**src/rtl/dll_band_pkg.sv**
```systemverilog
package dll_band_pkg;

  typedef enum logic [2:0] {
    ST_RESET      = 3'd0,
    ST_SETTLE     = 3'd1,
    ST_EVAL       = 3'd2,
    ST_LOCKED     = 3'd3,
    ST_RANGE_FAIL = 3'd4,
    ST_TIMEOUT    = 3'd5
  } band_state_e;

endpackage

```
**src/rtl/dll_sync.sv**
```systemverilog
module dll_sync #(
  parameter int WIDTH  = 1,
  parameter int STAGES = 2
) (
  input  logic             clk,
  input  logic             rst_n,
  input  logic [WIDTH-1:0] d_i,
  output logic [WIDTH-1:0] q_o
);

  for (genvar b = 0; b < WIDTH; b++) begin : g_bit
    logic [STAGES-1:0] chain_q;

    always_ff @(posedge clk or negedge rst_n) begin
      if (!rst_n) begin
        chain_q <= '0;
      end else begin
        chain_q <= {chain_q[STAGES-2:0], d_i[b]};
      end
    end

    assign q_o[b] = chain_q[STAGES-1];
  end

endmodule

```
**src/rtl/dll_budget_timer.sv**
```systemverilog
module dll_budget_timer #(
  parameter int BUDGET = 1024
) (
  input  logic clk,
  input  logic rst_n,
  input  logic clr_i,
  input  logic en_i,
  output logic last_o
);

  localparam int CW = $clog2(BUDGET + 1);
  localparam logic [CW-1:0] LAST = CW'(BUDGET - 1);

  logic [CW-1:0] cnt_q;
  logic [CW-1:0] cnt_d;
  logic          cnt_en;

  always_comb begin
    cnt_en = clr_i | (en_i & ~last_o);
    if (clr_i) begin
      cnt_d = '0;
    end else begin
      cnt_d = cnt_q + CW'(1);
    end
  end

  always_ff @(posedge clk or negedge rst_n) begin
    if (!rst_n) begin
      cnt_q <= '0;
    end else if (cnt_en) begin
      cnt_q <= cnt_d;
    end
  end

  assign last_o = (cnt_q == LAST);

endmodule

```
**src/rtl/dll_band_fsm.sv**
```systemverilog
module dll_band_fsm
  import dll_band_pkg::*;
#(
  parameter int BAND_W     = 3,
  parameter int RST_CYC    = 8,
  parameter int SETTLE_CYC = 64
) (
  input  logic              clk,
  input  logic              rst_n,
  input  logic              above_s_i,
  input  logic              lock_s_i,
  input  logic              budget_last_i,
  output band_state_e       state_o,
  output logic [BAND_W-1:0] band_o
);

  localparam int CNT_MAX = (RST_CYC > SETTLE_CYC) ? RST_CYC : SETTLE_CYC;
  localparam int CNT_W   = $clog2(CNT_MAX + 1);
  localparam logic [CNT_W-1:0]  RST_LAST = CNT_W'(RST_CYC - 1);
  localparam logic [CNT_W-1:0]  SET_LAST = CNT_W'(SETTLE_CYC - 1);
  localparam logic [BAND_W-1:0] BAND_MAX = '1;
  localparam logic [BAND_W-1:0] BAND_MIN = '0;
  localparam logic [BAND_W-1:0] BAND_ONE = BAND_W'(1);

  band_state_e       state_q, state_d;
  logic [BAND_W-1:0] band_q, band_d;
  logic              band_en;
  logic [CNT_W-1:0]  cnt_q, cnt_d;
  logic              cnt_en;

  always_comb begin
    state_d = state_q;
    band_d  = band_q;
    band_en = 1'b0;
    cnt_d   = cnt_q;
    cnt_en  = 1'b0;
    case (state_q)
      ST_RESET: begin
        cnt_en = 1'b1;
        if (cnt_q == RST_LAST) begin
          state_d = ST_SETTLE;
          cnt_d   = '0;
        end else begin
          cnt_d = cnt_q + CNT_W'(1);
        end
      end
      ST_SETTLE: begin
        cnt_en = 1'b1;
        if (budget_last_i) begin
          state_d = ST_TIMEOUT;
        end else if (cnt_q == SET_LAST) begin
          state_d = ST_EVAL;
          cnt_d   = '0;
        end else begin
          cnt_d = cnt_q + CNT_W'(1);
        end
      end
      ST_EVAL: begin
        if (above_s_i && lock_s_i) begin
          state_d = ST_LOCKED;
        end else if (budget_last_i) begin
          state_d = ST_TIMEOUT;
        end else if (!above_s_i) begin
          if (band_q == BAND_MIN) begin
            state_d = ST_RANGE_FAIL;
          end else begin
            band_en = 1'b1;
            band_d  = band_q - BAND_ONE;
            state_d = ST_SETTLE;
          end
        end else begin
          state_d = ST_SETTLE;
        end
      end
      default: begin
        state_d = state_q;
      end
    endcase
  end

  always_ff @(posedge clk or negedge rst_n) begin
    if (!rst_n) begin
      state_q <= ST_RESET;
      band_q  <= BAND_MAX;
      cnt_q   <= '0;
    end else begin
      state_q <= state_d;
      if (band_en) begin
        band_q <= band_d;
      end
      if (cnt_en) begin
        cnt_q <= cnt_d;
      end
    end
  end

  assign state_o = state_q;
  assign band_o  = band_q;

endmodule

```
**src/rtl/dll_band_ctrl.sv**
```systemverilog
module dll_band_ctrl
  import dll_band_pkg::*;
#(
  parameter int BAND_W      = 3,
  parameter int RST_CYC     = 8,
  parameter int SETTLE_CYC  = 64,
  parameter int BUDGET      = 1024,
  parameter int SYNC_STAGES = 2
) (
  input  logic              clk,
  input  logic              rst_n,
  input  logic              vc_above_i,
  input  logic              lock_i,
  output logic [BAND_W-1:0] band_o,
  output logic              loop_rst_o,
  output logic              precharge_o,
  output logic              cp_override_o,
  output logic              acquired_o,
  output logic              timeout_o,
  output logic              range_fail_o
);

  logic        rst_sync_n;
  logic [1:0]  in_sync;
  logic        above_s;
  logic        lock_s;
  logic        budget_last;
  logic        searching;
  band_state_e state;

  dll_sync #(.WIDTH(1), .STAGES(2)) u_rst_sync (
    .clk   (clk),
    .rst_n (rst_n),
    .d_i   (1'b1),
    .q_o   (rst_sync_n)
  );

  dll_sync #(.WIDTH(2), .STAGES(SYNC_STAGES)) u_in_sync (
    .clk   (clk),
    .rst_n (rst_sync_n),
    .d_i   ({vc_above_i, lock_i}),
    .q_o   (in_sync)
  );

  assign above_s = in_sync[1];
  assign lock_s  = in_sync[0];

  dll_budget_timer #(.BUDGET(BUDGET)) u_budget (
    .clk    (clk),
    .rst_n  (rst_sync_n),
    .clr_i  (state == ST_RESET),
    .en_i   (searching),
    .last_o (budget_last)
  );

  dll_band_fsm #(
    .BAND_W     (BAND_W),
    .RST_CYC    (RST_CYC),
    .SETTLE_CYC (SETTLE_CYC)
  ) u_fsm (
    .clk           (clk),
    .rst_n         (rst_sync_n),
    .above_s_i     (above_s),
    .lock_s_i      (lock_s),
    .budget_last_i (budget_last),
    .state_o       (state),
    .band_o        (band_o)
  );

  assign searching     = (state == ST_SETTLE) || (state == ST_EVAL);
  assign loop_rst_o    = (state == ST_RESET);
  assign precharge_o   = (state == ST_RESET);
  assign cp_override_o = searching;
  assign acquired_o    = (state == ST_LOCKED);
  assign timeout_o     = (state == ST_TIMEOUT);
  assign range_fail_o  = (state == ST_RANGE_FAIL);

endmodule

```
**config.mk**
```make
export PLATFORM = sky130hd
export DESIGN_NAME = dll_band_ctrl
export DESIGN_NICKNAME = d
export VERILOG_FILES = /design/src/rtl/dll_band_pkg.sv /design/src/rtl/dll_sync.sv /design/src/rtl/dll_budget_timer.sv /design/src/rtl/dll_band_fsm.sv /design/src/rtl/dll_band_ctrl.sv
export SDC_FILE = /design/constraint.sdc
export NUM_CORES = 1
export LEC_CHECK = 0
export BUFFER_PORTS_ARGS = -buffer_cell sky130_fd_sc_hd__buf_2
export CAP_MARGIN = 20
export CORE_MARGIN = 1.5
export CORE_UTILIZATION = 63
export CTS_CLUSTER_DIAMETER = 200
export DETAILED_ROUTE_END_ITERATION = 8
export GPL_TIMING_DRIVEN = 0
export PLACE_DENSITY = 0.83
export SYNTH_ARGS = -nofsm -noshare
export SYNTH_HDL_FRONTEND = slang
export SYNTH_SLANG_ARGS = --single-unit
```
**constraint.sdc**
```tcl
create_clock -name clk -period 2.25 [get_ports clk]
set_input_delay 0 -clock clk [delete_from_list [all_inputs] [get_ports clk]]
set_output_delay 0 -clock clk [all_outputs]
set_load 0.01 [all_outputs]
```
==> results list, run 1 <==
- Standard cell with the maximum stage delay on the critical path: o41ai_2
- Largest net degree at the start of global routing: 29
- Required time at the endpoint of the critical path: between 2 and 2.5 ns
- DRC marker count from the first detailed-route iteration: 40
- For this design the total switching power over the nets is approximately 190 uW.
- Number of sinks driven by the clock tree: 30
- For the worst flop-to-flop path, the logic depth is 5.
* Starting utilization of the core area: between 60% and 70%
- Std-Cell Core Area: approximately 2300 um^2
- Counting distinct cell types in the post-synthesis netlist gives 49.
- Net switching is a little over a fifth of the power.
- Core Util, Final: 78.3%
* Leakage component of the power: 0.801 nW
- In the synthesized netlist the dominant register cell turns out to be dfrtp_1.
- Result of the run: finished, final reports clean
- Among cell families on the critical path, the largest total delay comes from compound AO/OA/AOI/OAI gates.
- CTS H-tree lvls: 2
- Along the worst path, the maximum fanout reaches 7.
- Total setup violations reported at the end of the flow: 0
* Fill cell count: ~160
- Die Footprint: around 2800 um^2
* CTS Buffer Depth: 2
- Max-Cap Viols: 0
* Post-layout power: 899 uW
- Clock tree synthesis inserted a total of 5 buffers.
* Area growth from synthesis to layout: 14.0%
* Crit Path Category: reg -> reg
- For this run, the post-layout net count is ~180.
- Achievable clock frequency: between 500 and 600 MHz
- The final critical path takes up approximately 85% of the cycle.
- Overflow after GRT: 0
* DIE WIDTH: around 53 um
- Worst setup slack for register-to-register paths: about 0.34 ns
- Number of detailed-route iterations in the first pass: 4
- Once detail routing completed, the nets flagged for antenna violations numbered 0.
- The initial antenna violation count was 0.
* Seq/Total Area, Yosys: 47.9%
- The floorplan has 17 rows.
- In this run the number of cells on the critical path is 5.
- Startpoint kind of the worst setup timing path: flop
- The worst register-to-register path ends at u_fsm.cnt_q[5]$_DFFE_PN0P_.
- DRC violation count after routing: 0
* Data arrival time of the worst path: between 2 and 2.5 ns
* Capture point of the critical path: u_fsm.cnt_q[5]$_DFFE_PN0P_
- Crit path cell chain: ha_1 > nand3_2 > o41ai_2 > o31ai_1 > a22oi_1
- Worst-path clk slew: ~0.1 ns
- The die is between 50 and 60 um tall.
* Seq pwr share: 61.0%
* Worst Hold Class: reg -> async
* Cell chosen for the clock root: clkbuf_4
- Vias per std cell: approximately 6.4
* Most area-consuming cells after synthesis: dfrtp_1 (43%), dfstp_2 (5.0%), o31ai_1 (3.3%)
- Headroom to the max-slew limit came out at 60.6%.
- Boundary Pins: 13
- Weighted congestion reported at the end of routability-driven placement: slightly below 0.9
- The clock network accounts for 36.5% of the total power.
* Library cell occupying the most area in the post-synthesis netlist: dfrtp_1
- Counting I/O delays and the setup requirement, the final critical path takes roughly 1.9 ns.
- Total count of hold-check failures in the final report: 0
- Counting flops with a built-in enable in the synthesized netlist gives 0.
* Async set-reset flop share out of synthesis: 100%
- Total power per unit cell area: roughly 500 nW/um^2
- The most critical setup path has its startpoint at u_budget.cnt_q[0]$_DFFE_PN0P_.
- Ratio of cells with drive above 1 in the final layout: 21.0%
- Global-route wire length before repair: ~5500 um
- Total internal power: between 700 and 800 uW
- In this run, synthesis produced a sequential element count of 30.
- The repair_antennas step left the layout with diodes totalling 0.
- Nature of the critical path endpoint: flop
- Of the total power, combinational logic draws around 2.5%.
- For this block, the routed nets add up to between 3000 and 4000 um of wire.
* HPWL Detailed: approximately 2300 um
- For this block, the via count after detailed routing is about 1.3k.
- The share of synthesized area in the top cell type comes to a little over two fifths.
- Unrepaired setup endpoints after global routing: no
- Synthesis produced a netlist whose cell count is between 150 and 200.
- Number of setup buffers added after CTS: 0
* Total of buffers placed on input and output ports: 12
- VDD sags by at most 0.545 mV.
- For the final routed database, the setup TNS stands at 0 ns.
- Leading cell types in the layout, fill and taps excluded: dfrtp_1 (27), buf_2 (14), nand2_1 (12)
- Averaged over all synthesized cells, the footprint is between 10 and 15 um^2.
* Largest stage delay, worst path: 0.60 ns
* Number of global-route vias before repair: 1,287
- The max-slew violation count came to 0.
* Post-cts gate resize count: 0
- Number of nets produced by synthesis: 159
* Clk_lat worst skew: 0.33 ns
- Clk_skew: about 0.017 ns
- Buffers plus inverters on the worst setup path: 0
* Synth Cell Area: ~1600 um^2
- Avg WL per Cell: between 15 and 20 um
- Most frequent standard cell in the layout excluding fill and tap cells: dfrtp_1
- For this run, the total global-route usage over all layers was measured as 28.1%.
- TritonCTS clock tree: yes
- Count of yosys warnings during synthesis: 0
- Transition time at the pin with the least slew margin: 0.585 ns
* Critical R2R Launch: u_budget.cnt_q[0]$_DFFE_PN0P_
==> power groups by stage <==
stage	logic, mW	registers (mW)	clock network, mW
finish	0.0222	0.549	0.328
global route	0.0250	0.549	0.354
CTS	0.00908	0.556	0.334
detailed placement	0.00389	0.566	0
global placement	0.00379	0.566	0
floorplan	0.000987	0.563	0
==> layout make-up <==
| cell class | instances | area (um^2) | area share, % |
|---|---|---|---|
| buffer | 7 | 43.8 | 2.44 |
| clock buffer | 8 | 58.8 | 3.27 |
| inverter | 6 | 22.5 | 1.25 |
| multi-input combinational | 108 | 756 | 42.0 |
| sequential | 30 | 754 | 42.0 |
| tap | 28 | 35.0 | 1.95 |
| timing repair buffer | 17 | 128 | 7.10 |
==> sequential cells by signal, summed over array words and instances (netlist names) <==
register,cells
u_budget.cnt_q,11
u_fsm.band_o,3
u_fsm.cnt_q,7
u_fsm.state_o,3
u_in_sync.g_bit.chain_q,4
u_rst_sync.g_bit.chain_q,2
==> worst register-to-register path: stages (launching register included) <==
cell and delay [ns]:
dfrtp_1 0.42, ha_1 0.24, nand3_2 0.18, o41ai_2 0.60, o31ai_1 0.19, a22oi_1 0.19
==> timing repair <==
| item | CTS | global route |
|---|---|---|
| hold endpoints to repair | 4 | 0 |
| hold buffers | 4 | 0 |
| setup endpoints to repair | 0 | 0 |
==> worst min-delay path by stage <==
stage | endpoint | slack (ns) | cells past startpoint
2_1_floorplan | u_rst_sync.g_bit[0].chain_q[0]$_DFF_PN0_ | -0.30 | 0
3_3_place_gp | u_rst_sync.g_bit[0].chain_q[0]$_DFF_PN0_ | -0.22 | 1
3_5_place_dp | u_rst_sync.g_bit[0].chain_q[0]$_DFF_PN0_ | -0.21 | 1
4_1_cts | u_in_sync.g_bit[0].chain_q[0]$_DFF_PN0_ | 0.32 | 2
5_1_grt | u_budget.cnt_q[3]$_DFFE_PN0P_ | 0.13 | 0
6_report | u_budget.cnt_q[3]$_DFFE_PN0P_ | 0.12 | 0
==> per-layer routing <==
| metal | share of wire (%) | global-route usage, % | wire length (um) |
|---|---|---|---|
| met3 | 4.3 | 6.78 | 142 |
| met4 | 2.2 | 13.2 | 72 |
| met1 | 41 | 31.3 | 1360 |
| met2 | 52 | 49.8 | 1740 |
| met5 | 0 | 0 | 0 |
==> cells in the mapped netlist, types with 2 or more instances <==
cell type / instances
inv_1: 5
xnor2_1: 3
and3_1: 4
nand2b_1: 2
nand4_1: 3
nor2_1: 2
o31ai_1: 7
dfrtp_1: 27
a22oi_1: 2
nand3_1: 8
nor3_1: 4
ha_1: 4
nand2_1: 12
buf_2: 2
and4_1: 2
xor2_1: 2
buf_4: 2
mux2i_1: 4
a31oi_1: 3
a21oi_1: 10
dfstp_2: 3
or3_1: 4
o21ai_0: 4
o211ai_1: 3
or4_1: 4
clkbuf_1: 2
==> kinds of logic (layout without fill, tap and decap cells) <==
logic type	count (synthesis)	count (layout)	synth area share, %
multiplexers	4	4	2.54
AO/OA/AOI/OAI	38	38	16.7
other	1	1	0.238
adder cells (fa/ha/maj)	4	4	3.17
flip-flops	30	30	47.9
buffers and inverters	13	38	4.21
AND/OR/NAND/NOR	56	56	22.5
XOR/XNOR	5	5	2.78
==> metrics by stage <==
step | hold WS, ns | std cells | setup WS (ns) | area, um^2
after CTS | 0.316 | 203 | 0.335 | 1770
after detailed placement | -0.213 | 191 | 0.382 | 1670
after global placement | -0.216 | 191 | 0.514 | 1670
final | 0.115 | 204 | 0.342 | 1800
after floorplan | -0.296 | 151 | 0.676 | 1580
after global routing | 0.132 | 204 | 0.175 | 1800
Power figures use the tool's default switching activity.
==> run 2: changes to the inputs <==
--- a/config.mk
+++ b/config.mk
@@ -8,11 +8,11 @@
 export BUFFER_PORTS_ARGS = -buffer_cell sky130_fd_sc_hd__buf_2
 export CAP_MARGIN = 20
 export CORE_MARGIN = 1.5
-export CORE_UTILIZATION = 63
+export CORE_UTILIZATION = 58
 export CTS_CLUSTER_DIAMETER = 200
 export DETAILED_ROUTE_END_ITERATION = 8
 export GPL_TIMING_DRIVEN = 0
-export PLACE_DENSITY = 0.83
+export PLACE_DENSITY = 0.78
 export SYNTH_ARGS = -nofsm -noshare
 export SYNTH_HDL_FRONTEND = slang
 export SYNTH_SLANG_ARGS = --single-unit
==> constraint.sdc (replaced) <==
create_clock -name clk -period 1.8 [get_ports clk]
set_input_delay 0 -clock clk [delete_from_list [all_inputs] [get_ports clk]]
set_output_delay 0 -clock clk [all_outputs]
set_load 0.01 [all_outputs]
==> run 2 against run 1 <==
Compared with the run above: global-route usage down 1.5 points; clock-buffer cell count shrank 1; power rose by 43%; via count shrank 2.1%; critical endpoint is now u_budget.cnt_q[2]$_DFFE_PN0P_; largest cell class unchanged; cell count rose by 2.9%; sequential power is 25% higher; critical path type unchanged; register-to-register slack got worse by 0.25 ns; fmax is 12% higher; sequential share of layout area shrank 2.3 points; routed wire length up 1.6%; combinational power grew 18%; utilization down 2.9 points.
==> results list, run 2 (same netlist as run 1, synthesis figures left out) <==
* Result of the run: finished, final reports clean
- The initial standard-cell utilization of the core came to 62.5% (-6.1 points).
- The die outline width was 55.1 um (+4.0%).
* Largest net degree at the start of global routing: 29 (unchanged)
- Worst VDD drop: 1.14 mV (+110%)
* Antenna Violating Nets Remaining: 0 (unchanged)
- The die span in y is 55.1 um (+4.0%).
- The largest buffer count on any clock path was 2 (unchanged).
- Most frequent standard cell in the layout excluding fill and tap cells: dfrtp_1
- The HPWL reported at the end of detailed placement came to 2300 um (+0.24%).
- Fill cell count: 184 (+16%)
* Vias per std cell: 6.11 (-4.9%)
- The net total in the final layout is 187 (+2.2%).
- The total buffers and inverters traversed by the critical path was 3 (+3).
- Top Family by Delay on Critical Path: buffers and inverters
- CTS H-tree lvls: 2 (unchanged)
- The worst path arrival time was 1.96 ns (-0.18 ns).
* DRC marker count from the first detailed-route iteration: 36 (-10%)
* TritonCTS clock tree: yes
- Boundary Pins: 13 (unchanged)
* Weighted congestion reported at the end of routability-driven placement: 0.885 (+0.64%)
* Total setup violations reported at the end of the flow: 0 (unchanged)
* Leading cell types in the layout, fill and taps excluded: dfrtp_1 (27), buf_2 (14), nand2_1 (11)
- The number of hold violations in the final report is 0 (unchanged).
- The cell area power density is 675 nW/um^2 (+35%).
- Number of flip-flops under the largest register name: 11 (unchanged)
- Overall routing resource usage: 26.5% (-1.5 points)
- Sum of routed wire length over all layers: 3360 um (+1.6%)
- The post-layout minimum cycle time came to 1.71 ns (-0.200 ns).
* Number of antenna violations at the first check in global routing: 0 (unchanged)
* Startpoint kind of the worst setup timing path: flop
- Die Footprint: 3040 um^2 (+8.1%)
* Max-Cap Viols: 0 (unchanged)
* Biggest regs: u_budget.cnt_q x11, u_fsm.cnt_q x7, u_in_sync.g_bit.chain_q x4
- The number of standard-cell rows in the floorplan was 18 (+1).
* Ratio of cells with drive above 1 in the final layout: 26.1% (+5.1 points)
- The slowest stage of the critical path belongs to the cell dfrtp_1.
- The highest achievable clock rate came to 585 MHz (+12%).
* Avg WL per Cell: 16.0 um (-1.3%)
- Area growth from synthesis to layout: 20.6%
* Clk_lat worst skew: 0.34 ns (about the same)
- Core Util, Final: 75.3% (-2.9 points)
- The first-pass GRT wire length came to 5440 um (-1.6%).
- Number of detailed-route iterations in the first pass: 4 (unchanged)
- Worst-path clk slew: 0.11 ns (about the same)
- The count of clock tree sinks came to 30 (unchanged).
* Critical path peak fanout: 10 (+3)
- The number of global-route vias before repair was 1,240 (-3.7%).
- Traced cell by cell, the critical path runs through buf_6 > xor2_1 > nand2_2 > buf_2 > inv_1 > and3_4 > mux2i_1.
- Antenna cell count: 0 (unchanged)
* Unrepaired setup endpoints after global routing: yes
- In this run the worst hold path is classified as reg -> async.
- The power consumption is 1.28 mW (+43%).
* Ratio of final minimum period to clock period: 94.9% (+10 points)
- Clk_skew: 0.0195 ns (+0.00243 ns)
- The critical path in this run is classified as reg -> reg.
- Top register by number of flip-flops: u_budget.cnt_q
- The core box area is 2520 um^2 (+9.8%).
- The leakage power came to 0.887 nW (+11%).
- CTS Buf Count: 5 (unchanged)
- The DRC violations left was 0 (unchanged).
* Max Transition Viols Final: 0 (unchanged)
- The quantity of I/O buffers inserted on ports is 12 (unchanged).
* Vias: 1,284 (-2.1%)
- Cell chosen for the clock root: clkbuf_4
- Largest stage delay, worst path: 0.39 ns (-0.21 ns)
- Required time at the endpoint of the critical path: 2.05 ns (-0.43 ns)
* Overflow after GRT: 0 (unchanged)
* Nature of the critical path endpoint: flop
-- run 2: final timing paths --
| check | startpoint | to | slack, ns | depth (start not counted) |
|---|---|---|---|---|
| max | u_fsm.state_o[1]$_DFFE_PN0P_ | u_budget.cnt_q[2]$_DFFE_PN0P_ | 0.09 | 7 |
| min | u_rst_sync.g_bit[0].chain_q[1]$_DFF_PN0_ | u_fsm.cnt_q[1]$_DFFE_PN0P_ | 0.16 | 0 |
| max reg2reg | u_fsm.state_o[1]$_DFFE_PN0P_ | u_budget.cnt_q[2]$_DFFE_PN0P_ | 0.09 | 7 |
| min reg2reg | u_rst_sync.g_bit[0].chain_q[1]$_DFF_PN0_ | u_fsm.cnt_q[1]$_DFFE_PN0P_ | 0.16 | 0 |
| max in group asynchronous | u_rst_sync.g_bit[0].chain_q[1]$_DFF_PN0_ | u_fsm.band_o[2]$_DFFE_PN1P_ | 1.15 | 1 |
| min in group clk | vc_above_i | u_in_sync.g_bit[1].chain_q[0]$_DFF_PN0_ | 0.32 | 2 |
-- run 2: through the flow --
step | hold slack [ns] | std cells | instance area, um^2 | setup slack (ns) | setup TNS (ns)
global route | 0.200 | 210 | 1900 | -0.0283 | -0.0447
CTS | 0.302 | 209 | 1850 | 0.00436 | 0
detailed placement | -0.212 | 193 | 1670 | -0.00138 | -0.00138
global placement | -0.216 | 193 | 1670 | 0.0569 | 0
floorplan | -0.296 | 151 | 1580 | 0.226 | 0
finish | 0.159 | 210 | 1900 | 0.0920 | 0
-- run 2: metal layers --
| layer | wire length (um) | global-route usage, % |
|---|---|---|
| met1 | 1470 | 30.7 |
| met2 | 1740 | 45.0 |
| met3 | 111 | 9.41 |
| met4 | 44 | 10.2 |
| met5 | 0 | 0 |
-- run 2: cell type report --
type / count / area [um^2] / area share [%]
buffer: 6 / 40.0 / 2.11
clock buffer: 7 / 55.1 / 2.90
clock inverter: 1 / 30.0 / 1.58
inverter: 6 / 22.5 / 1.18
multi-input combinational: 108 / 796 / 41.9
sequential: 30 / 754 / 39.7
tap: 30 / 37.5 / 1.97
timing repair buffer: 22 / 165 / 8.69
-- run 2: repair_timing --
| action | in CTS | in global routing |
|---|---|---|
| pin swaps | 1 | 0 |
| hold buffers | 4 | 0 |
| hold endpoints to repair | 4 | 0 |
| gates resized for setup | 3 | 5 |
| setup buffers | 4 | 1 |
| cloned | 0 | 0 |
| endpoints found under the setup margin | 3 | 9 |
-- run 2: report_power, final --
group          switching (mW)  internal [mW]
Clock                   0.239          0.332
Sequential            0.00610          0.681
Combinational          0.0117         0.0145
Total                   0.257           1.03
-- run 2: worst reg2reg max path: stages (launching register included) --
cell and delay (ns):
dfrtp_1 0.39, buf_6 0.14, xor2_1 0.23, nand2_2 0.12
buf_2 0.20, inv_1 0.13, and3_4 0.19, mux2i_1 0.22
==> run 3: changes to the inputs <==
--- a/config.mk
+++ b/config.mk
@@ -5,12 +5,12 @@
 export SDC_FILE = /design/constraint.sdc
 export NUM_CORES = 1
 export LEC_CHECK = 0
-export BUFFER_PORTS_ARGS = -buffer_cell sky130_fd_sc_hd__buf_2
 export CAP_MARGIN = 20
 export CORE_MARGIN = 1.5
-export CORE_UTILIZATION = 58
+export CORE_UTILIZATION = 62
 export CTS_CLUSTER_DIAMETER = 200
 export DETAILED_ROUTE_END_ITERATION = 8
+export DONT_BUFFER_PORTS = 1
 export GPL_TIMING_DRIVEN = 0
 export PLACE_DENSITY = 0.78
 export SYNTH_ARGS = -nofsm -noshare
==> run 3 against run 2 <==
Compared with the run above: routed wire length decreased by 1.9%; combinational power decreased by 14%; setup slack got worse by 0.014 ns; die area decreased by 6.1%; clock power decreased by 2%; cell count decreased by 7.1%; worst hold slack improved by 0.047 ns.
==> results list, run 3 (same netlist as run 1, synthesis figures left out) <==
* Total setup violations reported at the end of the flow: 0 (unchanged)
* Final Critical Period: 1.72 ns (+0.0139 ns)
- Die height: 53.4 um (-3.1%)
* Net count reported at finish: 172 (-8.0%)
- Vias: 1,260 (-1.9%)
- CTS Buffer Depth: 2 (unchanged)
* Leakage component of the power: 0.805 nW (-9.2%)
- Std-Cell Core Area: 2430 um^2 (-3.6%)
- The worst path arrival time is 1.97 ns (about the same).
- The total buffers and inverters traversed by the critical path is 1 (-2).
- The deepest level of the CTS H-tree came to 2 (unchanged).
- Top Family by Delay on Critical Path: simple AND/OR/NAND/NOR gates
- DRC violation count after routing: 0 (unchanged)
* Max Transition Viols Final: 0 (unchanged)
- The number of global-route vias before repair was 1,197 (-3.5%).
* Top register by number of flip-flops: u_budget.cnt_q
* Standard cell with the maximum stage delay on the critical path: dfrtp_1
- Number of flip-flops under the largest register name: 11 (unchanged)
- The share of cells above drive strength 1 came to 17.6% (-8.5 points).
- For the pin with the worst max-slew slack, the measured transition is 0.545 ns.
* Total power per unit cell area: 696 nW/um^2 (+3.1%)
- The number of hold violations in the final report is 0 (unchanged).
- The remaining number of nets flagged by the antenna check after routing came to 0 (unchanged).
- Number of detailed-route iterations in the first pass: 4 (unchanged)
* TritonCTS clock tree: yes
- Clk_skew: 0.0195 ns (-0.0000711 ns)
- Vias per std cell: 6.46 (+5.7%)
- The leftover overflow at the end of global routing was 0 (unchanged).
- HPWL Detailed: 2120 um (-8.0%)
- The final routed wirelength across all metal layers was 3300 um (-1.9%).
- The worst path required time came to 2.05 ns (about the same).
- Biggest regs: u_budget.cnt_q x11, u_fsm.cnt_q x7, u_in_sync.g_bit.chain_q x4
- Total of buffers placed on input and output ports: 0 (-12)
- Nature of the critical path endpoint: flop
- The initial standard-cell utilization of the core is 64.8% (+2.3 points).
- The post-detailed-route wirelength per cell came to 16.9 um (+5.7%).
* Area growth from synthesis to layout: 15.9%
- The number of placed instances with taps included was 181 (-6.2%).
- Leading cell types in the layout, fill and taps excluded: dfrtp_1 (27), nand2_1 (12), a21oi_1 (10)
- STA classifies the critical path startpoint as a flop.
- Crit Path Category: reg -> reg
- The portion of the clock cycle consumed by the worst path in the final layout is 95.7% (+0.77 points).
- The floorplan die area came to 2850 um^2 (-6.1%).
* Core Util, Final: 75.1% (-0.24 points)
- Largest stage delay, worst path: 0.46 ns (+0.07 ns)
- Overall routing resource usage: 25.8% (-0.70 points)
* Boundary Pins: 13 (unchanged)
* Achievable clock frequency: 581 MHz (-0.81%)
- DIE WIDTH: 53.4 um (-3.1%)
* Post-route cell area: 1830 um^2 (-3.9%)
- Largest net degree at the start of global routing: 29 (unchanged)
- Post-layout instance count excluding filler cells: 195 (-7.1%)
- CTS Buf Count: 5 (unchanged)
- Minimum setup slack in the final design: 0.0781 ns (-0.0139 ns)
* Max-slew headroom at the worst pin: 63.7%
- The number of standard-cell rows in the floorplan came to 18 (unchanged).
- The placed cell area came to 1610 um^2 (-3.6%).
- The count of maximum capacitance violations is 0 (unchanged).
- Critical path peak fanout: 7 (-3)
* Number of antenna violations at the first check in global routing: 0 (unchanged)
* Result of the run: finished, final reports clean
- The insertion delay to the later sink of the worst-skew pair is 0.33 ns (about the same).
- The maximum resistive drop on vdd is 0.945 mV (-17%).
- The routability-driven placement congestion ratio was 0.898 (+1.5%).
- Most frequent standard cell in the layout excluding fill and tap cells: dfrtp_1
- Worst-path clk slew: 0.11 ns (about the same)
- Crit path cell chain: ha_4 > nand3_4 > nor3_4 > buf_4 > or4_1 > a21oi_1
* Global-route wire length before repair: 5130 um (-5.7%)
- The number of inserted diodes came to 0 (unchanged).
- Cell chosen for the clock root: clkbuf_4
- Final sum of negative setup slack: 0 ns (unchanged)
* Setup WS pre-CTS: -0.00548 ns (-0.00409 ns)
- The first-iteration detailed-routing DRC count came to 26 (-28%).
* Number of sinks driven by the clock tree: 30 (unchanged)
- Worst Hold Class: reg -> async
[run 3: changes by cell type in the layout (fill, tap and decap cells not counted), sizes merged]
cell	delta
clkinvlp	+1
buf	-16
[run 3: report_power, final]
part	internal [mW]	switching, mW
registers	0.680	0.00773
clock network	0.332	0.229
logic	0.0124	0.0101
[run 3: path summary, 6_finish.rpt]
check,slack (ns),start,cells past startpoint,to
worst min register to register,0.21,u_rst_sync.g_bit[0].chain_q[1]$_DFF_PN0_,0,u_budget.cnt_q[3]$_DFFE_PN0P_
worst max register to register,0.08,u_budget.cnt_q[0]$_DFFE_PN0P_,6,u_budget.cnt_q[6]$_DFFE_PN0P_
min in group clk,0.23,vc_above_i,1,u_in_sync.g_bit[1].chain_q[0]$_DFF_PN0_
worst max-delay path,0.08,u_budget.cnt_q[0]$_DFFE_PN0P_,6,u_budget.cnt_q[6]$_DFFE_PN0P_
max in group asynchronous,1.02,u_rst_sync.g_bit[0].chain_q[1]$_DFF_PN0_,1,u_fsm.band_o[1]$_DFFE_PN1P_
worst min-delay path,0.21,u_rst_sync.g_bit[0].chain_q[1]$_DFF_PN0_,0,u_budget.cnt_q[3]$_DFFE_PN0P_
[run 3: stage by stage]
stage,total power [mW],hold slack [ns]
after floorplan,0.705,-0.296
after global placement,0.709,-0.296
after detailed placement,0.709,-0.296
after CTS,1.27,0.221
after global routing,1.32,0.215
final,1.27,0.206
[run 3: repair_timing]
action,CTS,global route
endpoints found under the setup margin,3,11
setup buffers,1,0
pin swaps,1,0
endpoints found under the hold margin,4,0
cloned,0,1
hold buffers,4,0
resized for setup,3,5
[run 3: layout make-up]
type                    instances  area [um^2]
plain buffers                   6         43.8
multi-input cells             108          798
fillers                       158          606
well taps                      30         37.5
repair buffers                  6         75.1
clock buffers                   7         55.1
repair inverters                1         7.51
inverters                       6         25.0
flip-flops and latches         30          754
clock inverters                 1         30.0
[run 3: metal layers]
layer / track usage, % / up-vias / wire length, um
met4: 13.2 / 0 / 102
met1: 29.0 / 627 / 1390
met2: 43.2 / 29 / 1690
met3: 8.47 / 12 / 116
li1: - / 592 / -
met5: 0 / - / 0
